**src/rtl/twd_pkg.sv**
```systemverilog
package twd_pkg;
    parameter int CNT_W        = 16;
    parameter int SRC_N        = 3;
    parameter int PSC_W        = 3;
    parameter int PSC_MAX_CODE = 5;
    parameter int PULSE_LEN    = 4;
    parameter int ADDR_W       = 2;

    localparam int DIV_W   = 2 * PSC_MAX_CODE;
    localparam int PULSE_W = $clog2(PULSE_LEN + 1);

    typedef struct packed {
        logic [PSC_W-1:0] psc;
        logic [SRC_N-1:0] src;
    } ctrl_t;

    localparam int CTRL_W = $bits(ctrl_t);

    typedef enum logic [ADDR_W-1:0] {
        SEL_LIMIT = 2'd0,
        SEL_RUN   = 2'd1,
        SEL_COUNT = 2'd2,
        SEL_CTRL  = 2'd3
    } reg_sel_e;

    // terminal prescaler value for a divider code: 4**code - 1, codes above max clamp
    function automatic logic [DIV_W-1:0] div_last(input logic [PSC_W-1:0] code);
        int c;
        logic [DIV_W-1:0] v;
        c = (int'(code) > PSC_MAX_CODE) ? PSC_MAX_CODE : int'(code);
        v = '0;
        for (int i = 0; i < DIV_W; i++) begin
            if (i < 2 * c) v[i] = 1'b1;
        end
        return v;
    endfunction

    // tick of the lowest-numbered selected source
    function automatic logic pick_tick(input logic [SRC_N-1:0] sel,
                                       input logic [SRC_N-1:0] tick);
        logic hit;
        hit = 1'b0;
        for (int i = SRC_N - 1; i >= 0; i--) begin
            if (sel[i]) hit = tick[i];
        end
        return hit;
    endfunction
endpackage

```
**src/rtl/twd_regs.sv**
```systemverilog
module twd_regs
    import twd_pkg::*;
#(
    parameter int W = CNT_W
) (
    input  logic              clk,
    input  logic              rst,
    input  logic              bus_valid,
    input  logic              bus_write,
    input  logic [ADDR_W-1:0] bus_addr,
    input  logic [W-1:0]      bus_wdata,
    input  logic [W-1:0]      cnt_val,
    output logic [W-1:0]      limit,
    output logic              run,
    output ctrl_t             ctrl,
    output logic              cnt_we,
    output logic              ctrl_we,
    output logic [W-1:0]      bus_rdata
);
    reg_sel_e sel;
    logic     wr, rd;
    logic [W-1:0] rd_mux;

    assign sel     = reg_sel_e'(bus_addr);
    assign wr      = bus_valid && bus_write;
    assign rd      = bus_valid && !bus_write;
    assign cnt_we  = wr && (sel == SEL_COUNT);
    assign ctrl_we = wr && (sel == SEL_CTRL);

    always_ff @(posedge clk) begin
        if (rst) begin
            limit <= '0;
            run   <= 1'b0;
            ctrl  <= '0;
        end else if (wr) begin
            case (sel)
                SEL_LIMIT: limit <= bus_wdata;
                SEL_RUN:   run   <= bus_wdata[0];
                SEL_CTRL:  ctrl  <= ctrl_t'(bus_wdata[CTRL_W-1:0]);
                default:   ;
            endcase
        end
    end

    always_comb begin
        rd_mux = '0;
        case (sel)
            SEL_LIMIT: rd_mux = limit;
            SEL_RUN:   rd_mux[0] = run;
            SEL_COUNT: rd_mux = cnt_val;
            SEL_CTRL:  rd_mux[CTRL_W-1:0] = ctrl;
            default:   rd_mux = '0;
        endcase
    end

    always_ff @(posedge clk) begin
        if (rst)     bus_rdata <= '0;
        else if (rd) bus_rdata <= rd_mux;
    end

    // stored control never holds bits beyond the defined fields after a write
    ctrl_store_chk: assert property (@(posedge clk) disable iff (rst)
        ctrl_we |=> (ctrl == ctrl_t'($past(bus_wdata[CTRL_W-1:0]))));
endmodule

```
**src/rtl/twd_prescale.sv**
```systemverilog
module twd_prescale
    import twd_pkg::*;
(
    input  logic             clk,
    input  logic             rst,
    input  logic             run,
    input  ctrl_t            ctrl,
    input  logic             restart,
    input  logic [SRC_N-1:0] src_tick,
    output logic             ptick
);
    logic [DIV_W-1:0] pcnt;
    logic [DIV_W-1:0] last;
    logic             sel_tick, any_src, step;

    assign last     = div_last(ctrl.psc);
    assign sel_tick = pick_tick(ctrl.src, src_tick);
    assign any_src  = |ctrl.src;
    assign step     = run && any_src && sel_tick;
    assign ptick    = step && (pcnt == last);

    always_ff @(posedge clk) begin
        if (rst || restart || !run) begin
            pcnt <= '0;
        end else if (step) begin
            pcnt <= (pcnt == last) ? '0 : pcnt + 1'b1;
        end
    end

    // prescaler phase never exceeds the terminal value of the current code
    pcnt_range_chk: assert property (@(posedge clk) disable iff (rst)
        pcnt <= last);

    // an output tick needs a tick on some selected source
    ptick_src_chk: assert property (@(posedge clk) disable iff (rst)
        ptick |-> ((ctrl.src & src_tick) != '0));
endmodule

```
**src/rtl/twd_counter.sv**
```systemverilog
module twd_counter
    import twd_pkg::*;
#(
    parameter int W = CNT_W
) (
    input  logic         clk,
    input  logic         rst,
    input  logic         run,
    input  logic [W-1:0] limit,
    input  logic         ptick,
    input  logic         cnt_we,
    input  logic [W-1:0] cnt_wval,
    output logic [W-1:0] cnt,
    output logic         sys_rst_o
);
    logic [PULSE_W-1:0] pulse;
    logic               match;

    assign match     = run && (cnt == limit);
    assign sys_rst_o = (pulse != '0);

    always_ff @(posedge clk) begin
        if (rst)         cnt <= '0;
        else if (cnt_we) cnt <= cnt_wval;
        else if (match)  cnt <= '0;
        else if (ptick)  cnt <= cnt + 1'b1;
    end

    always_ff @(posedge clk) begin
        if (rst)                  pulse <= '0;
        else if (match && !cnt_we) pulse <= PULSE_W'(PULSE_LEN);
        else if (pulse != '0)     pulse <= pulse - 1'b1;
    end


    hold_when_stopped_chk: assert property (@(posedge clk) disable iff (rst)
        (!run && !cnt_we) |=> $stable(cnt));


    single_step_chk: assert property (@(posedge clk) disable iff (rst)
        (run && !cnt_we && cnt != limit) |=> (cnt == $past(cnt) || cnt == $past(cnt) + 1'b1));


    match_fire_chk: assert property (@(posedge clk) disable iff (rst)
        (run && cnt == limit && !cnt_we) |=> (cnt == '0 && sys_rst_o));


    pulse_len_chk: assert property (@(posedge clk) disable iff (rst)
        $fell(sys_rst_o) |-> ($past(sys_rst_o, 1) && $past(sys_rst_o, 2) &&
                              $past(sys_rst_o, 3) && $past(sys_rst_o, 4)));
endmodule

```
**src/rtl/tick_watchdog.sv**
```systemverilog
module tick_watchdog
    import twd_pkg::*;
(
    input  logic              clk,
    input  logic              rst,
    input  logic              bus_valid,
    input  logic              bus_write,
    input  logic [ADDR_W-1:0] bus_addr,
    input  logic [CNT_W-1:0]  bus_wdata,
    output logic [CNT_W-1:0]  bus_rdata,
    input  logic [SRC_N-1:0]  src_tick,
    output logic              sys_rst_o
);
    logic [CNT_W-1:0] limit, cnt;
    logic             run, cnt_we, ctrl_we, ptick;
    ctrl_t            ctrl;

    twd_regs #(.W(CNT_W)) u_regs (
        .clk(clk), .rst(rst),
        .bus_valid(bus_valid), .bus_write(bus_write), .bus_addr(bus_addr),
        .bus_wdata(bus_wdata), .cnt_val(cnt),
        .limit(limit), .run(run), .ctrl(ctrl),
        .cnt_we(cnt_we), .ctrl_we(ctrl_we), .bus_rdata(bus_rdata)
    );

    twd_prescale u_psc (
        .clk(clk), .rst(rst), .run(run), .ctrl(ctrl),
        .restart(cnt_we || ctrl_we), .src_tick(src_tick), .ptick(ptick)
    );

    twd_counter #(.W(CNT_W)) u_cnt (
        .clk(clk), .rst(rst), .run(run), .limit(limit), .ptick(ptick),
        .cnt_we(cnt_we), .cnt_wval(bus_wdata), .cnt(cnt), .sys_rst_o(sys_rst_o)
    );
endmodule

```
**config.mk**
```make
export PLATFORM = sky130hd
export DESIGN_NAME = tick_watchdog
export DESIGN_NICKNAME = d
export VERILOG_FILES = /design/src/rtl/twd_pkg.sv /design/src/rtl/twd_regs.sv /design/src/rtl/twd_prescale.sv /design/src/rtl/twd_counter.sv /design/src/rtl/tick_watchdog.sv
export SDC_FILE = /design/constraint.sdc
export NUM_CORES = 1
export LEC_CHECK = 0
export BUFFER_PORTS_ARGS = -buffer_cell sky130_fd_sc_hd__buf_2
export CAP_MARGIN = 20
export CORE_AREA = 2 2 84 86
export DETAILED_ROUTE_END_ITERATION = 8
export DIE_AREA = 0 0 86 88
export PLACE_DENSITY = 0.94
export SLEW_MARGIN = 20
export SYNTH_ARGS = -nofsm -noshare
export SYNTH_HDL_FRONTEND = slang
export SYNTH_HIERARCHICAL = 1
export SYNTH_SLANG_ARGS = --single-unit
```
**constraint.sdc**
```tcl
create_clock -name clk -period 4.1 [get_ports clk]
set_clock_uncertainty 0.05 [all_clocks]
set_input_delay 1.23 -clock clk [delete_from_list [all_inputs] [get_ports clk]]
set_output_delay 1.23 -clock clk [all_outputs]
set_load 0.1 [all_outputs]
```
== After elaboration in Yosys (flattened, before gate mapping) ==
Cells that the tools add are included.
Storage, ports and cells
  register bits after elaboration: 68
  logic and storage cells: 75
Operators by class
  $add $sub $neg: 3
  $lt $le $gt $ge: 11
  eq/ne operators: 5
  muxes and demuxes: 23
  reductions and logical operators: 24
Operators by type and width (number)
  < comparator 4 x 32 -> 1 bit, first input constant: 4
  < comparator 3 x 32 -> 1 bit, first input constant: 2
  < comparator 5 x 32 -> 1 bit, first input constant: 2
  2-to-1 mux 16 bit: 3
  < comparator 1 x 32 -> 1 bit, first input constant: 1
  < comparator 2 x 32 -> 1 bit, first input constant: 1
  one-hot mux 10 bit (2 select lines): 1
  adder 16 x 1 -> 16 bit, second input constant: 1
  equality test 16 bit: 1
  one-hot mux 5 bit (3 select lines): 1
  2-to-1 mux 1 bit: 13
  adder 10 x 1 -> 10 bit, second input constant: 1
  equality test 10 bit: 1
  2-to-1 mux 10 bit: 1
  logical AND 1 bit: 9
  2-to-1 mux 3 bit: 3
  AND reduction 2 bit: 3
  nonzero test 3 bit: 2
  equality test 2 bit, second input constant: 2
  one-hot mux 1 bit (4 select lines): 1
  greater-than comparator 3 bit, second input constant: 1
  logical NOT 1 bit: 3
  logical OR 1 bit: 3
  OR reduction 3 bit: 1
  5 further kinds: 5

== Logic depth before layout (Yosys ltp) ==
  depth after elaboration: 9
  depth in mapped cells: 10
  gate-level depth less buffers: 9

== Hierarchy ==
The synthesis kept the hierarchy.
By module, submodules not included
  twd_regs: instances 1, cells each 186, area each 1742.9 µm², seq. area each 780.7 µm²
  twd_counter: instances 1, cells each 235, area each 1729.2 µm², seq. area each 380.4 µm²
  twd_prescale: instances 1, cells each 72, area each 598.1 µm², seq. area each 200.2 µm²
  tick_watchdog: instances 1, cells each 1, area each 6.3 µm², seq. area each 0.0 µm²

== Worst setup path before layout ==
Ideal clock, no wire load.
  path type: input -> register
  start point: input src_tick[2]
  end point: register u_cnt.cnt[15]
  setup time: 0.078 ns
  arrival time: 2.821 ns
  data required time: 3.972 ns
  slack: 1.151 ns
  stages: 8
  path through: and3b_1 o221ai_1 nor4_4 nand4_1 nor2_1 a311oi_1 a41o_1 nor3_1
On the way
  cells in the longest elaborated chain, start to end: 6
Ends and longest elaborated chain
  start, declared: RTL line tick_watchdog.sv:11  | input logic [SRC_N-1:0] src_tick,
  2-to-1 mux 1 bit (3 in series): RTL line twd_pkg.sv:44  | if (sel[i]) hit = tick[i];
  logical AND 1 bit: RTL line twd_prescale.sv:19  | assign step = run && any_src && sel_tick;
  logical AND 1 bit: RTL line twd_prescale.sv:20  | assign ptick = step && (pcnt == last);
  via ptick: RTL line tick_watchdog.sv:15  | logic run, cnt_we, ctrl_we, ptick;
  nonzero test 3 bit (no source line)
  end signal, assigned: RTL line twd_counter.sv:24  | else if (cnt_we) cnt <= cnt_wval;
  end signal, assigned: RTL line twd_counter.sv:26  | else if (ptick) cnt <= cnt + 1'b1;
  end, declared: RTL line twd_counter.sv:13  | output logic [W-1:0] cnt,
The timed path passes the listed nets, and every way through them passes these cells.
A chain may end at the register's enable or synchronous reset.

== Worst setup path in the final report ==
Ends and elaborated chain as after synthesis.

==> flow_summary.yaml <==
grt:
  grt_usage_pct: 30.79
  grt_pass1_wl_mm: 18.46
  grt_start_max_net_pins: 56
  grt_pass1_vias: 3834
  antenna_found_initial: 0
  grt-ovfl-total: 0
yosys:
  synth.top_cells.by_count: "dfxtp_1 (68), nand2_1 (68), nor2_1 (51), a21oi_1 (31), nor3_1 (23)"
  synth_area_leader_cell: "dfxtp_1"
  syn-cell-area_um2: 4076
  ys_types: 75
  synthArstFlopShare_pct: 0
  synth_flop_cell: "dfxtp_1"
  syn_inst: 494
  synth.area.top_cells: "dfxtp_1 (33%), nand2_1 (6.3%), nor2_1 (4.7%)"
  synth_edf_count: 0
  avgSynthCellArea_um2: 8.252
  synth_top_area_share_pct: 33.39
  ys_ff_latch: 68
  synth_fp_nets: 524
  yosysSeqAreaShare_pct: 33.39
  ys_warn_count: 6
timing:
  relSlewSlack_pct: 45.83
  tns_ns: 0
  fin_crit_ns: 3.030
  fmax_ghz: 0.3301
  setup_ws_ns: 1.070
  drv_slew: 0
  finalCritPeriodShare_pct: 73.89
  rsz0062_at_grt: "false"
  setup_viol: 0
  final_hold_viol_count: 0
  whs_ns: 0.4560
  tightest_slew_ns: 0.8080
layout:
  nets: 549
  fin_util_pct: 66.55
  syn2layout_area_growth_pct: 8.471
  fill_cells: 514
  drive_above_1_share_pct: 20.80
  antenna_cells: 0
setup_path:
  crit_fanout: 8
  cp_slowest_cell: "nor4_4"
  path_buf_inv: 1
  cp.required_ns: 4.32
  critPathTopFamily: "simple AND/OR/NAND/NOR gates"
  startpoint_type: "input pin"
  critPathMaxStageDelay_ns: 0.43
  worst-setup-path-type: "input pin to flip-flop"
  end_kind: "flip-flop"
  critPathArrivalTime_ns: 3.25
  path_cells: "buf_2 > and3b_1 > o221ai_1 > nor4_4 > nand4_1 > nor2_1 > a311oi_1 > a41o_1 > nor3_1"
cts:
  cts_tree: "built"
  cts_setup_buffers: 0
  cts_buffers: 9
  clockBufferDepth: 2
  cts-root-buf: "clkbuf_8"
  htreeDepth: 3
  clock_sinks: 68
  clk-insertion-delay-late_ns: 0.36
  cts_resized: 0
  ctsHoldBuffers: 0
  path_clk_slew_ns: 0.08
die:
  rows: 30
  dieArea_um2: 7568
  initial_core_util_pct: 61.36
  boundaryPins: 42
  die_x_um: 86
  core_region_area_um2: 6644
  die_h_um: 88
placement:
  dp_worst_setup_slack_ns: 0.8277
  hpwl_mm: 7.636
  place.gp.congestion: 0.9559
  port_buffers: 41
drt:
  viasPerCell: 6.599
  drt-wirelength-per-cell_um: 18.87
  drc: 0
  postRouteAntennaNets: 0
  first_pass_iters: 5
  drtIter0Drc: 510
  vias: 3986
  drt-total-wl_mm: 11.40
outcome:
  status: "complete, no violations"
power:
  leakagePower_nw: 1.659
  vdd_ir_drop_max_uv: 211.2
  power.density_nw_per_um2: 361.0
  power.total_mw: 1.596
min_path:
  hold_path.class: "flip-flop to flip-flop"
run:
  cap_violations: 0
## power breakdown
| group | internal (mW) | total (mW) | switching [mW] |
|---|---|---|---|
| logic | 0.0889 | 0.309 | 0.220 |
| registers | 0.683 | 0.704 | 0.0202 |
| clock network | 0.289 | 0.584 | 0.295 |
| total | 1.06 | 1.60 | 0.535 |
## worst min-delay path: stages, from the launching register on
cell and delay, ns:
dfxtp_1 0.34, nand2_1 0.08, a21oi_2 0.05
## metal layers
metal | GRT usage [%] | up-vias | share of wire [%]
met1 | 37.87 | 1842 | 41
li1 | - | 1835 | -
met5 | 0 | - | 0
met3 | 8.388 | 60 | 8.6
met2 | 49.75 | 249 | 46
met4 | 15.44 | 0 | 4.4
## per-stage QoR
stage | std cells | cell area, µm²
6_report | 604 | 4422
3_5_place_dp | 588 | 4218
4_1_cts | 604 | 4422
2_1_floorplan | 494 | 4076
3_3_place_gp | 588 | 4218
5_1_grt | 604 | 4422
## final cells by class
class	instances	area [µm²]	share of cell area [%]
Tap cell	80	100.1	2.264
Clock inverter	7	80.08	1.811
Timing Repair Buffer	45	235.2	5.320
Clock buffer	9	123.9	2.801
Inverter	11	41.29	0.9338
Multi-Input combinational cell	384	2480	56.08
Sequential cell	68	1361	30.79
## sequential cells by signal (all words and copies together) (netlist names)
signal and cells:
u_cnt/cnt 16, u_regs/limit 16, u_regs/run 1, u_psc/pcnt 10
u_cnt/pulse 3, u_regs/bus_rdata 16, u_regs/ctrl 6
## path summary, 6_finish.rpt
kind                         from               to  slack (ns)  cells after the start
hold / removal    u_regs/limit[7]  u_regs/limit[7]        0.46                      2
setup reg to reg   u_regs/ctrl[5]    u_cnt/cnt[15]        1.18                      9
hold reg to reg   u_regs/limit[7]  u_regs/limit[7]        0.46                      2
setup / recovery      src_tick[2]    u_cnt/cnt[15]        1.07                      9
## kinds of logic after synthesis
| logic type | count (synthesis) | synth area share, % |
|---|---|---|
| xor+xnor | 29 | 6.599 |
| mux | 20 | 6.047 |
| compound gates | 108 | 18.60 |
| fa+ha+maj | 5 | 1.535 |
| flops | 68 | 33.39 |
| buf+inv | 42 | 5.770 |
| simple gates | 222 | 28.05 |
## cells in the final DEF, fill, tap and decap left out, drive strengths merged, types with 3 or more instances in the layout
cell    netlist  routed
xor2          7       7
mux2i         4       4
buf          18      45
o21ai        11      11
mux2         15      15
nand3        11      11
inv          10      14
o211a         3       3
nor3         24      24
and3          8       8
a221oi        5       5
or2           4       4
xnor2        22      22
nor2         51      51
ha            5       5
a21oi        41      41
nor4          7       7
o22ai         6       6
clkbuf       13       9
nand2        71      71
a31oi         8       8
dfxtp        68      68
nor3b         4       4
a22oi        10      10
nand4        18      18
nand2b        9       9
o31ai         4       4
o311a         4       4
Note: power is estimated with default switching activity, not from simulation.
